<file path="src/rtl/bmc_tx_pkg.sv">
package bmc_tx_pkg;
  localparam int CELLS   = 32;
  localparam int UIS     = 2 * CELLS;
  localparam int POS_W   = $clog2(UIS);
  localparam int PRE_UIS = 8;
  localparam int CODE_W  = 4;
  localparam int WORD_W  = CELLS;

  localparam logic [PRE_UIS-1:0] PAT_B = 8'b11101000;
  localparam logic [PRE_UIS-1:0] PAT_M = 8'b11100010;
  localparam logic [PRE_UIS-1:0] PAT_W = 8'b11100100;

  localparam logic [CODE_W-1:0] CODE_M    = 4'd1;
  localparam logic [CODE_W-1:0] CODE_W_SF = 4'd2;

  typedef struct packed {
    logic             load;
    logic             take;
    logic             advance;
    logic [POS_W-1:0] pos;
  } bmcStrobe_t;

  function automatic logic codeBad(input logic [CODE_W-1:0] c);
    return c > CODE_W_SF;
  endfunction
endpackage

</file>
<file path="src/rtl/bmc_tx_ctrl.sv">
module bmc_tx_ctrl
  import bmc_tx_pkg::*;
(
  input  logic       clk,
  input  logic       rstN,
  input  logic       uiTick,
  input  logic       descValid,
  output logic       descReady,
  output logic       underrun,
  output bmcStrobe_t strobe
);
  localparam logic [POS_W-1:0] LAST_POS = POS_W'(UIS - 1);

  logic [POS_W-1:0] uiIdx;
  logic [POS_W-1:0] nextPos;
  logic             atLast;

  assign atLast    = (uiIdx == LAST_POS);
  assign nextPos   = atLast ? '0 : uiIdx + 1'b1;
  assign descReady = uiTick && atLast;

  always_comb begin
    strobe.load    = descReady;
    strobe.take    = descReady && descValid;
    strobe.advance = uiTick;
    strobe.pos     = nextPos;
  end

  always_ff @(posedge clk) begin
    if (!rstN) begin
      uiIdx    <= LAST_POS;
      underrun <= 1'b0;
    end else begin
      underrun <= descReady && !descValid;
      if (uiTick) uiIdx <= nextPos;
    end
  end

  AST_READY_SPACED: assert property (@(posedge clk) disable iff (!rstN)
    descReady |=> !descReady);

  AST_UNDERRUN_SINGLE: assert property (@(posedge clk) disable iff (!rstN)
    underrun |=> !underrun);
endmodule

</file>
<file path="src/rtl/bmc_tx_dpath.sv">
module bmc_tx_dpath
  import bmc_tx_pkg::*;
(
  input  logic              clk,
  input  logic              rstN,
  input  bmcStrobe_t        strobe,
  input  logic [WORD_W-1:0] descData,
  output logic              lineOut,
  output logic              descError
);
  localparam logic [POS_W-1:0] LAST_POS = POS_W'(UIS - 1);
  localparam int               CELL_W   = POS_W - 1;

  logic [WORD_W-1:0]  curWord;
  logic [WORD_W-1:0]  cleaned;
  logic [WORD_W-1:0]  nextWord;
  logic               incomingBad;
  logic [PRE_UIS-1:0] pattern;
  logic               parityBit;
  logic [CELL_W-1:0]  cellIdx;
  logic               cellBit;
  logic [2:0]         preIdx;
  logic               nextLine;

  assign incomingBad = descData[WORD_W-1] || codeBad(descData[CODE_W-1:0]);
  assign cleaned  = {1'b0, descData[WORD_W-2:CODE_W],
                     incomingBad ? {CODE_W{1'b0}} : descData[CODE_W-1:0]};
  assign nextWord = strobe.take ? cleaned : curWord;

  always_comb begin
    case (nextWord[CODE_W-1:0])
      CODE_M:    pattern = PAT_M;
      CODE_W_SF: pattern = PAT_W;
      default:   pattern = PAT_B;
    endcase
  end

  // even parity over data cells 4..30; bit 31 of the stored word is always 0
  assign parityBit = ^nextWord[WORD_W-2:CODE_W];
  assign cellIdx   = strobe.pos[POS_W-1:1];
  assign cellBit   = (cellIdx == CELL_W'(CELLS - 1)) ? parityBit : nextWord[cellIdx];
  assign preIdx    = 3'(PRE_UIS - 1) - strobe.pos[2:0];

  always_comb begin
    if (strobe.pos < POS_W'(PRE_UIS))
      nextLine = pattern[preIdx];
    else if (!strobe.pos[0])
      nextLine = ~lineOut;
    else
      nextLine = lineOut ^ cellBit;
  end

  always_ff @(posedge clk) begin
    if (!rstN) begin
      curWord   <= '0;
      lineOut   <= 1'b0;
      descError <= 1'b0;
    end else begin
      descError <= strobe.take && incomingBad;
      if (strobe.take)   curWord <= cleaned;
      if (strobe.advance) lineOut <= nextLine;
    end
  end

  AST_LINE_HOLD: assert property (@(posedge clk) disable iff (!rstN)
    !strobe.advance |=> $stable(lineOut));

  AST_START_HIGH: assert property (@(posedge clk) disable iff (!rstN)
    strobe.load |=> lineOut);

  AST_END_LOW: assert property (@(posedge clk) disable iff (!rstN)
    (strobe.advance && strobe.pos == LAST_POS) |=> !lineOut);

  AST_ERR_ON_TAKE: assert property (@(posedge clk) disable iff (!rstN)
    descError |-> $past(strobe.take));
endmodule

</file>
<file path="src/rtl/bmc_subframe_tx.sv">
module bmc_subframe_tx
  import bmc_tx_pkg::*;
(
  input  logic        clk,
  input  logic        rstN,
  input  logic        uiTick,
  input  logic        descValid,
  input  logic [31:0] descData,
  output logic        descReady,
  output logic        lineOut,
  output logic        descError,
  output logic        underrun
);
  bmcStrobe_t strobe;

  bmc_tx_ctrl u_ctrl (
    .clk       (clk),
    .rstN      (rstN),
    .uiTick    (uiTick),
    .descValid (descValid),
    .descReady (descReady),
    .underrun  (underrun),
    .strobe    (strobe)
  );

  bmc_tx_dpath u_dpath (
    .clk       (clk),
    .rstN      (rstN),
    .strobe    (strobe),
    .descData  (descData),
    .lineOut   (lineOut),
    .descError (descError)
  );
endmodule

</file>
<file path="config.mk">
export PLATFORM = sky130hd
export DESIGN_NAME = bmc_subframe_tx
export DESIGN_NICKNAME = d
export VERILOG_FILES = /design/src/rtl/bmc_tx_pkg.sv /design/src/rtl/bmc_tx_ctrl.sv /design/src/rtl/bmc_tx_dpath.sv /design/src/rtl/bmc_subframe_tx.sv
export SDC_FILE = /design/constraint.sdc
export NUM_CORES = 1
export LEC_CHECK = 0
export BUFFER_PORTS_ARGS = -buffer_cell sky130_fd_sc_hd__buf_4
export CAP_MARGIN = 5
export CORE_AREA = 10 10 131 97
export DETAILED_ROUTE_END_ITERATION = 6
export DIE_AREA = 0 0 141 107
export PLACE_DENSITY = 0.48
export SYNTH_ARGS = -nofsm -noshare
export SYNTH_HDL_FRONTEND = slang
export SYNTH_SLANG_ARGS = --single-unit
</file>
<file path="constraint.sdc">
create_clock -name clk -period 2.9 [get_ports clk]
set_input_delay 0.58 -clock clk [delete_from_list [all_inputs] [get_ports clk]]
set_output_delay 0.58 -clock clk [all_outputs]
set_load 0.01 [all_outputs]
</file>
Word level (Yosys, flattened, before mapping):

Cells that the tools add are included.
W data, S select, Z words.

* flip-flop bits (word level): 41
* bits of input ports: 36
* output and inout bits: 4
* word-level logic and storage cells: 35

* add/subtract/negate cells: 2
* magnitude comparators: 4
* eq/ne operators: 4
* muxes and demuxes: 11
* bitwise logic cells: 2
* reduce and logical (&&, ||, !) cells: 7

Operator list (number)
* $mux W32: 1
* $reduce_xor A27 Y1: 1
* $pmux W4 S2: 1
* $add A6 B1 Y6 const B: 1
* $eq A6 B6 Y1 const B: 1
* $lt A5 B6 Y1 const B: 1
* $lt A6 B4 Y1 const B: 1
* $mux W6: 1
* $bmux W1 S5: 1
* $eq A5 B5 Y1 const B: 1
* $mux W1: 5
* $eq A4 B1 Y1 const B: 1
* $eq A4 B2 Y1 const B: 1
* $gt A4 B2 Y1 const B: 1
* $logic_and A1 B1 Y1: 4
* $lt A3 B4 Y1 const B: 1
* $mux W4: 1
* $bmux W1 S3: 1
* $sub A3 B3 Y3 const A: 1
* $logic_not A1 Y1: 1
* $logic_or A1 B1 Y1: 1
* $not A1 Y1: 1
* $xor A1 B1 Y1: 1

Depth between registers and ports, before layout:

Gate-level depths: netlist (run 1).

* depth in word-level cells: 10
* mapped depth: 12

Modules after synthesis:

Synthesis (run 1) repeated with hierarchy kept, for this count alone.

* cells, all modules: 274
* area, all modules: 2700.1 um2

By module, submodules not included
* bmc_tx_dpath: times used 1, cells each 224, area an instance 2277.2 um2
* bmc_tx_ctrl: times used 1, cells each 50, area an instance 422.9 um2

Least setup slack after synthesis (run 1):

No wires, ideal clock.

* path kind: register to register
* start point: register u_ctrl.uiIdx[0]
* end point: register u_dpath.lineOut
* arrival time: 2.366 ns
* path slack: 0.412 ns
* stages on the path, launching flop included: 12
* path buffers: 2
* cells stage by stage: dfxtp_1 -> ha_1 -> buf_4 -> and4_1 -> buf_4 -> nand2_4 -> o41ai_2 -> mux2i_1 -> o22ai_1 -> a221o_1 -> a31oi_1 -> nand3b_1

* cells in the longest elaborated chain, start to end: 10
* elaborated cells on any way between the ends: 21

Ends and longest elaborated chain
* start: declaration: line bmc_tx_ctrl.sv:14 `logic [POS_W-1:0] uiIdx;`
* start signal: assignment: line bmc_tx_ctrl.sv:35 `if (uiTick) uiIdx <= nextPos;`
* branches (longest 9 deep; another with $add A6 B1 Y6)
* $mux W1 *: line bmc_tx_dpath.sv:45 `if (strobe.pos < POS_W'(PRE_UIS))`
* end signal: assignment: line bmc_tx_dpath.sv:61 `if (strobe.advance) lineOut <= nextLine;`
* end: declaration: line bmc_tx_dpath.sv:8 `output logic lineOut,`

Every way passes the cells marked *. The select of a mux whose other input is x is not followed.
A chain may end at the register's enable or synchronous reset.

Worst setup path after layout (run 1):

Same ends and word-level chain as after synthesis.

==> impl_metrics.json, run 1 <==
{
  "port_buffers": 39,
  "start_kind": "register",
  "crit_path_cell_trace": "ha_2, and4_2, nand2_4, o41ai_2, mux2i_1, o22ai_1, a221o_1, a31oi_1, nand3b_1",
  "synth-seq-cells": 40,
  "synth_area_leaders": "dfxtp_1, nand2_1, xnor2_1",
  "fmax_ghz": 0.3797,
  "final-hold-violation-count": 0,
  "synth_ff_type": "dfxtp_1",
  "rows": 31,
  "period_minus_slack_ns": 2.633,
  "finalMaxSlewViolations": 0,
  "tightest_slew_ns": 0.6586,
  "drt-initial-drc-count": 113,
  "synth_common_cells": "nand2_1, dfxtp_1, a21boi_0",
  "htreeDepth": 2,
  "max_stage_delay_ns": 0.39,
  "postCtsSetupBuffers": 0,
  "drtPass1Iterations": 4,
  "regArea_um2": 800.8,
  "dp_hpwl_um": 5715,
  "power_leakage_nw": 1.234,
  "clkTransAtPathRegs_ns": 0.06,
  "cts_buffer_depth": 2,
  "nFillCells": 1117,
  "track_usage_pct": 9.991,
  "syn_avg_cell_area_um2": 8.376,
  "synth_top_cell_by_area": "dfxtp_1",
  "drcViolationCount": 0,
  "grt.overflow.total": 0,
  "dp_slack_ns": 0.1679,
  "num_vias": 2233,
  "clk_latency_ns": 0.29,
  "finalSetupViolCount": 0,
  "die-area_um2": 15090,
  "vdd_drop_max_mv": 0.2396,
  "maxCapViolations": 0,
  "place_inst": 461,
  "path_class": "register to register",
  "layout.nets": 374,
  "whs_ns": 0.4891,
  "antenna_found_initial": 0,
  "worstPathRequired_ns": 3.08,
  "core_um2": 10160,
  "grt_pass1_vias": 2311,
  "cp_max_fo": 15,
  "cts_inserted_buffers": 5,
  "die_w_um": 141,
  "synthArstFlopShare_pct": 0,
  "die_y_um": 107,
  "yosys.area.top_type_share_pct": 32.08,
  "diodes": 0,
  "antenna_left": 0,
  "holdBufCountCts": 0,
  "wl_per_cell_um": 15.75,
  "syn_inst": 298,
  "area_growth_pct": 25.11,
  "fin_skew_ns": 0.004345,
  "ys_seq_area_share_pct": 32.08,
  "syn_nets": 336,
  "ys_warn_count": 0,
  "synth-edff-count": 0,
  "placed_area_um2": 2952,
  "wl_um": 7388,
  "end_kind": "register",
  "period_share_pct": 90.81,
  "routabilityCongestion": 0.8594,
  "viasPerCell": 4.761,
  "fin_ws_ns": 0.2666,
  "synth_cell_types": 47,
  "grt_pass1_wl_um": 12270,
  "cp.arrival_ns": 2.81,
  "start_util_pct": 24.56,
  "cts.sinks": 40,
  "grt_start_max_net_pins": 44,
  "cts-root-buf": "clkbuf_16",
  "stdcell_count": 469,
  "fin_area_um2": 3123,
  "crit_path_top_delay_cell": "dfxtp_1",
  "drive_above_1_share_pct": 21.36,
  "io_pins": 40,
  "synthMostInstantiatedCell": "nand2_1",
  "tns_ns": 0,
  "powerDensity_nw_per_um2": 577.2,
  "cts_tree": "built",
  "synth.cell_area_um2": 2496,
  "slew_headroom_pct": 55.63,
  "status": "finished, final reports clean",
  "multi_input_comb_area_um2": 1584,
  "rsz0062_at_grt": "false",
  "hold_path.class": "register to register"
}
[timing repair]
action	CTS	global route
endpoints found under the hold margin	0	0
setup endpoints to repair	0	1
resized for setup	0	2
[stage by stage]
step / util (%) / total power (W)
detailed placement: 29.04 / 0.001166
global placement: 29.04 / 0.001165
floorplan: - / 0.0009934
CTS: 30.69 / 0.001819
global route: 30.73 / 0.001901
finish: 30.73 / 0.001803
[logic make-up (layout without fill, tap and decap cells)]
group | after synthesis | after routing | share of synthesized area, %
AO/OA/AOI/OAI | 65 | 65 | 18.40
XOR/XNOR | 29 | 29 | 11.28
adder cells (fa/ha/maj) | 2 | 2 | 1.002
buffers and inverters | 26 | 65 | 4.612
flip-flops | 40 | 40 | 32.08
multiplexers | 18 | 18 | 9.724
AND/OR/NAND/NOR | 118 | 118 | 22.91
[where the power goes]
part           total, W  switching, W  internal [W]
registers      0.000617     0.0000373      0.000580
clock network  0.000646      0.000241      0.000405
logic          0.000540      0.000291      0.000249
[sequential cells by signal, indices dropped and copies added (netlist names)]
| signal | count |
|---|---|
| u_ctrl.uiIdx | 6 |
| u_ctrl.underrun | 1 |
| u_dpath.curWord | 31 |
| u_dpath.descError | 1 |
| u_dpath.lineOut | 1 |
[critical path, delay by kind of cell, from the launching register on]
family,cells,cell delay (ns)
adder cells (fa/ha/maj),1,0.26
flip-flops,1,0.39
AO/OA/AOI/OAI,4,1.03
AND/OR/NAND/NOR,3,0.60
multiplexers,1,0.23
[final cells by class]
type	instances	share of cell area [%]
Multi-Input combinational cell	232	50.72
Sequential cell	40	25.64
Timing Repair Buffer	51	12.26
Tap cell	132	5.288
Clock buffer	5	4.006
Clock inverter	3	1.362
Inverter	6	0.7212
[layer usage]
| metal | track usage [%] | wire length [um] | up-vias |
|---|---|---|---|
| li1 | - | - | 1127 |
| met1 | 13.47 | 3830 | 1052 |
| met2 | 14.93 | 3064 | 45 |
| met3 | 3.131 | 409 | 9 |
| met4 | 2.794 | 85 | 0 |
| met5 | 0 | 0 | - |
[path summary, 6_finish.rpt]
kind | startpoint | end | slack [ns] | cells after the start
max | u_ctrl.uiIdx[0] | u_dpath.lineOut | 0.27 | 9
min | u_dpath.curWord[15] | u_dpath.curWord[15] | 0.49 | 2
max reg2reg | u_ctrl.uiIdx[0] | u_dpath.lineOut | 0.27 | 9
min reg2reg | u_dpath.curWord[15] | u_dpath.curWord[15] | 0.49 | 2
[placed cells by master (no fill, tap or decap), types with 10 or more instances in the layout]
cell	instances
nand2_1	55
buf_4	51
dfxtp_1	40
a21boi_0	23
xnor2_1	21
nor2_1	15
mux2i_1	13
nand3_1	11
a21oi_1	11
o21ai_0	10
Note: power is estimated with default switching activity, not from simulation.
==> run 2: changes to the inputs <==
Settings changed: CORE_AREA 10 10 131 97 to 10 10 153 84, DIE_AREA 0 0 141 107 to 0 0 163 94.
==> run 2 against run 1 <==
  * Utilization is essentially flat
  * Largest cell class unchanged
  * Maximum frequency increased by 0.29%
  * Routed wire length grew 1.1%
  * Clock power decreased by 17%
  * Final area decreased by 0.64%
  * Critical path type unchanged
  * Global-route usage down 0.37 points
  * Register-to-register slack about the same
  * Setup slack better by 0.0076 ns
  * Total power is 6.2% lower
  * Via count rose by 0.40%
  * First-iteration DRC count is 49% higher
==> impl_metrics.json, run 2 (synthesized netlist as in run 1, its figures left out) <==
{
  "top_register": "u_dpath.curWord",
  "largest_registers": "u_dpath.curWord: 31 flops, u_ctrl.uiIdx: 6 flops",
  "cts_inserted_buffers": 5,
  "final_common_cell": "nand2_1",
  "cts.sinks": 40,
  "status": "finished, final reports clean",
  "maxCapViolations": 0,
  "largest_reg_flops": 31,
  "cts-resized-gates": 0,
  "start_kind": "register",
  "track_usage_pct": 9.621,
  "grt_pass1_wl_um": 11870,
  "num_vias": 2242,
  "drt-initial-drc-count": 168,
  "diodes": 0,
  "fin_ws_ns": 0.2742,
  "hold_path.class": "register to register",
  "dp_slack_ns": 0.2614,
  "holdBufCountCts": 0,
  "finalSetupViolCount": 0,
  "wl_per_cell_um": 15.65,
  "viasPerCell": 4.700,
  "antenna_found_initial": 0,
  "start_util_pct": 24.75,
  "worstPathRequired_ns": 3.07,
  "core_um2": 10080,
  "die_w_um": 163,
  "io_pins": 40,
  "antenna_left": 0,
  "layout.nets": 375,
  "cts-root-buf": "clkbuf_16",
  "powerDensity_nw_per_um2": 545.0,
  "slew_headroom_pct": 52.27,
  "cp_max_fo": 11,
  "grt_start_max_net_pins": 44,
  "wl_met2_um": 3332,
  "htreeDepth": 2,
  "cts_tree": "built",
  "die_y_um": 94,
  "drcViolationCount": 0,
  "wl_met3_um": 386,
  "crit_path_top_delay_cell": "dfxtp_1",
  "grt_pass1_vias": 2216,
  "finalMaxSlewViolations": 0,
  "routabilityCongestion": 0.9393,
  "cp.arrival_ns": 2.79,
  "rows": 26,
  "vdd_drop_max_mv": 0.2593,
  "wl_met1_um": 3638,
  "tightest_slew_ns": 0.7085,
  "tns_ns": 0,
  "drive_above_1_share_pct": 20.47,
  "area_growth_pct": 24.31,
  "dp_hpwl_um": 5595,
  "path_class": "register to register",
  "crit_path_cell_trace": "and4_1, nand2_4, o41ai_2, mux2i_1, o22ai_1, a221o_1, a31oi_1, nand3b_1",
  "clk_latency_ns": 0.28,
  "postCtsSetupBuffers": 0,
  "final-hold-violation-count": 0,
  "end_kind": "register",
  "wl_um": 7467,
  "drtPass1Iterations": 4,
  "whs_ns": 0.4929,
  "rsz0062_at_grt": "false",
  "power_leakage_nw": 1.228,
  "cts_buffer_depth": 2,
  "clkTransAtPathRegs_ns": 0.06,
  "top_layer": "met4",
  "port_buffers": 39,
  "fmax_ghz": 0.3808,
  "die-area_um2": 15320,
  "fin_skew_ns": 0.002375,
  "grt.overflow.total": 0,
  "final_cell_mix": "nand2_1, buf_4, dfxtp_1",
  "period_share_pct": 90.54,
  "max_stage_delay_ns": 0.56,
  "period_minus_slack_ns": 2.626
}
run 2: changes by cell type in the layout (fill, tap and decap cells not counted):
cell and change:
and4_1 +1, and4_2 -1, buf_4 +1, bufinv_16 -1, clkbuf_1 +1, clkinvlp_4 -1
ha_1 +1, ha_2 -1
run 2: path summary, 6_finish.rpt:
kind / from / end / slack, ns / cells after the start
max: u_ctrl.uiIdx[2] / u_dpath.lineOut / 0.27 / 8
min: u_dpath.curWord[13] / u_dpath.curWord[13] / 0.49 / 2
max reg2reg: u_ctrl.uiIdx[2] / u_dpath.lineOut / 0.27 / 8
min reg2reg: u_dpath.curWord[13] / u_dpath.curWord[13] / 0.49 / 2
run 2: per-layer routing:
| metal | track usage, % | vias to the layer above |
|---|---|---|
| li1 | - | 1122 |
| met1 | 12.98 | 1057 |
| met2 | 14.82 | 54 |
| met3 | 1.794 | 9 |
| met4 | 3.806 | 0 |
| met5 | 0 | - |
run 2: worst max-delay path, delay by kind of cell (launching register included):
family,cells,cell delay (ns)
compound gates,4,1.03
simple gates,3,0.69
mux,1,0.23
flops,1,0.56
run 2: per-stage QoR:
| stage | cells | util, % | total power [W] | cell area, um2 |
|---|---|---|---|---|
| floorplan | 298 | - | 0.0009934 | 2496 |
| finish | 477 | 30.77 | 0.001691 | 3103 |
| detailed placement | 470 | 29.44 | 0.001162 | 2969 |
| global placement | 470 | 29.44 | 0.001168 | 2969 |
| global route | 477 | 30.77 | 0.001788 | 3103 |
| CTS | 477 | 30.77 | 0.001703 | 3103 |
run 2: power by group:
| group | internal, W | switching, W |
|---|---|---|
| Clock | 0.000313 | 0.000223 |
| Combinational | 0.000246 | 0.000290 |
| Sequential | 0.000580 | 0.0000391 |
| Total | 0.00114 | 0.000552 |
run 2: layout make-up:
cell class | instances | area, um2
Fill cell | 1101 | 6982
Multi-Input combinational cell | 232 | 1580
Sequential cell | 40 | 800.8
Timing Repair Buffer | 52 | 390.4
Tap cell | 140 | 175.2
Clock buffer | 6 | 128.9
Inverter | 6 | 22.52
Clock inverter | 1 | 5.005
==> run 3: changes to the inputs <==
Settings changed: MAX_ROUTING_LAYER from default to met4.
==> run 3 against run 2 <==
  * Via count is 0.27% lower
  * Highest routed layer unchanged
  * Clock skew hardly changed
  * Critical endpoint unchanged
  * Total power is 0.17% lower
==> impl_metrics.json, run 3 (synthesized netlist as in run 1, its figures left out) <==
{
  "largest_registers": "u_dpath.curWord: 31 flops, u_ctrl.uiIdx: 6 flops",
  "max_stage_delay_ns": 0.38,
  "place_inst": 470,
  "slew_headroom_pct": 55.80,
  "fin_skew_ns": 0.002102,
  "wl_um": 7455,
  "antenna_left": 0,
  "die_w_um": 163,
  "rsz0062_at_grt": "false",
  "hold_path.class": "register to register",
  "met2_usage_pct": 14.85,
  "pwr-share-comb_pct": 31.7,
  "cts_inserted_buffers": 5,
  "io_pins": 40,
  "cts-root-buf": "clkbuf_16",
  "num_vias": 2236,
  "fin_ws_ns": 0.2866,
  "routabilityCongestion": 0.9562,
  "area_growth_pct": 24.31,
  "powerDensity_nw_per_um2": 544.1,
  "final-hold-violation-count": 0,
  "finalMaxSlewViolations": 0,
  "status": "finished, final reports clean",
  "crit_path_cell_trace": "ha_1, and4_1, nand2_4, o41ai_2, mux2i_1, o22ai_1, a221o_1, a31oi_1, nand3b_1",
  "drive_above_1_share_pct": 20.47,
  "seqPwrFrac_pct": 36.7,
  "final_cell_mix": "nand2_1, buf_4, dfxtp_1",
  "grt_pass1_vias": 2220,
  "start_util_pct": 24.75,
  "met1_usage_pct": 13.10,
  "holdBufCountCts": 0,
  "start_kind": "register",
  "cts-resized-gates": 0,
  "cts.sinks": 40,
  "power_leakage_nw": 1.228,
  "grt.overflow.total": 0,
  "crit_family": "compound AO/OA/AOI/OAI gates",
  "largest_reg_flops": 31,
  "period_minus_slack_ns": 2.613,
  "drtPass1Iterations": 4,
  "cp_max_fo": 9,
  "met3_usage_pct": 1.575,
  "vdd_drop_max_mv": 0.2566,
  "period_share_pct": 90.12,
  "p_total_w": 0.001688,
  "core_um2": 10080,
  "drcViolationCount": 0,
  "postCtsSetupBuffers": 0,
  "stdcell_count": 477,
  "fmax_ghz": 0.3826,
  "path_class": "register to register",
  "power.internal_w": 0.001139,
  "grt_pass1_wl_um": 11870,
  "htreeDepth": 2,
  "dp_hpwl_um": 5595,
  "p_clk_share_pct": 31.7,
  "clk_latency_ns": 0.28,
  "drt-initial-drc-count": 157,
  "port_buffers": 39,
  "clkTransAtPathRegs_ns": 0.06,
  "cts_buffer_depth": 2,
  "tns_ns": 0,
  "crit_path_top_delay_cell": "dfxtp_1",
  "critical_path_buf_inv_count": 0,
  "grt_start_max_net_pins": 44,
  "layout.nets": 375,
  "wl_per_cell_um": 15.63,
  "worstPathRequired_ns": 3.07,
  "grt_busiest_layer": "met2",
  "p_sw_share_pct": 32.54,
  "cts_tree": "built",
  "viasPerCell": 4.688,
  "rows": 26,
  "end_kind": "register",
  "die_y_um": 94,
  "finalSetupViolCount": 0,
  "die-area_um2": 15320,
  "top_register": "u_dpath.curWord",
  "power.switching_w": 0.0005493,
  "final_common_cell": "nand2_1",
  "cp.arrival_ns": 2.78,
  "tightest_slew_ns": 0.6561,
  "antenna_found_initial": 0,
  "dp_slack_ns": 0.2614,
  "diodes": 0,
  "maxCapViolations": 0,
  "track_usage_pct": 9.912
}
[run 3: power groups by stage]
stage / sequential [W] / clock, W / combinational, W
final: 0.000619 / 0.000535 / 0.000535
after global routing: 0.000624 / 0.000577 / 0.000588
after CTS: 0.000618 / 0.000549 / 0.000536
after detailed placement: 0.000630 / 0 / 0.000532
after global placement: 0.000630 / 0 / 0.000538
after floorplan: 0.000614 / 0 / 0.000379
[run 3: worst reg2reg max path: stages, from the launching register on]
cell and delay (ns):
dfxtp_1 0.38, ha_1 0.22, and4_1 0.37, nand2_4 0.18, o41ai_2 0.38, mux2i_1 0.23, o22ai_1 0.10, a221o_1 0.36
a31oi_1 0.19, nand3b_1 0.09
[run 3: path summary, 6_finish.rpt]
kind	start	end	slack, ns	depth (start not counted)
setup / recovery	u_ctrl.uiIdx[0]	u_dpath.lineOut	0.29	9
hold / removal	u_dpath.curWord[13]	u_dpath.curWord[13]	0.49	2
setup reg to reg	u_ctrl.uiIdx[0]	u_dpath.lineOut	0.29	9
hold reg to reg	u_dpath.curWord[13]	u_dpath.curWord[13]	0.49	2
[run 3: per-stage QoR]
step	utilization, %	hold slack [ns]	instance area [um2]
after floorplan	-	0.4650	2496
after global placement	29.44	0.4795	2969
after detailed placement	29.44	0.4850	2969
after CTS	30.77	0.4934	3103
after global routing	30.77	0.5121	3103
final	30.77	0.4928	3103
[run 3: layer usage]
layer / wire length, um / part of all wire (%)
met4: 114 / 1.5
met5: 0 / 0
met1: 3632 / 49
met2: 3354 / 45
met3: 352 / 4.7
[run 3: layout make-up]
type                    instances  area [um2]
clock buffers                   6       128.9
clock inverters                 1       5.005
fillers                      1101        6982
inverters                       6       22.52
multi-input cells             232        1580
flip-flops and latches         40       800.8
well taps                     140       175.2
repair buffers                 52       390.4
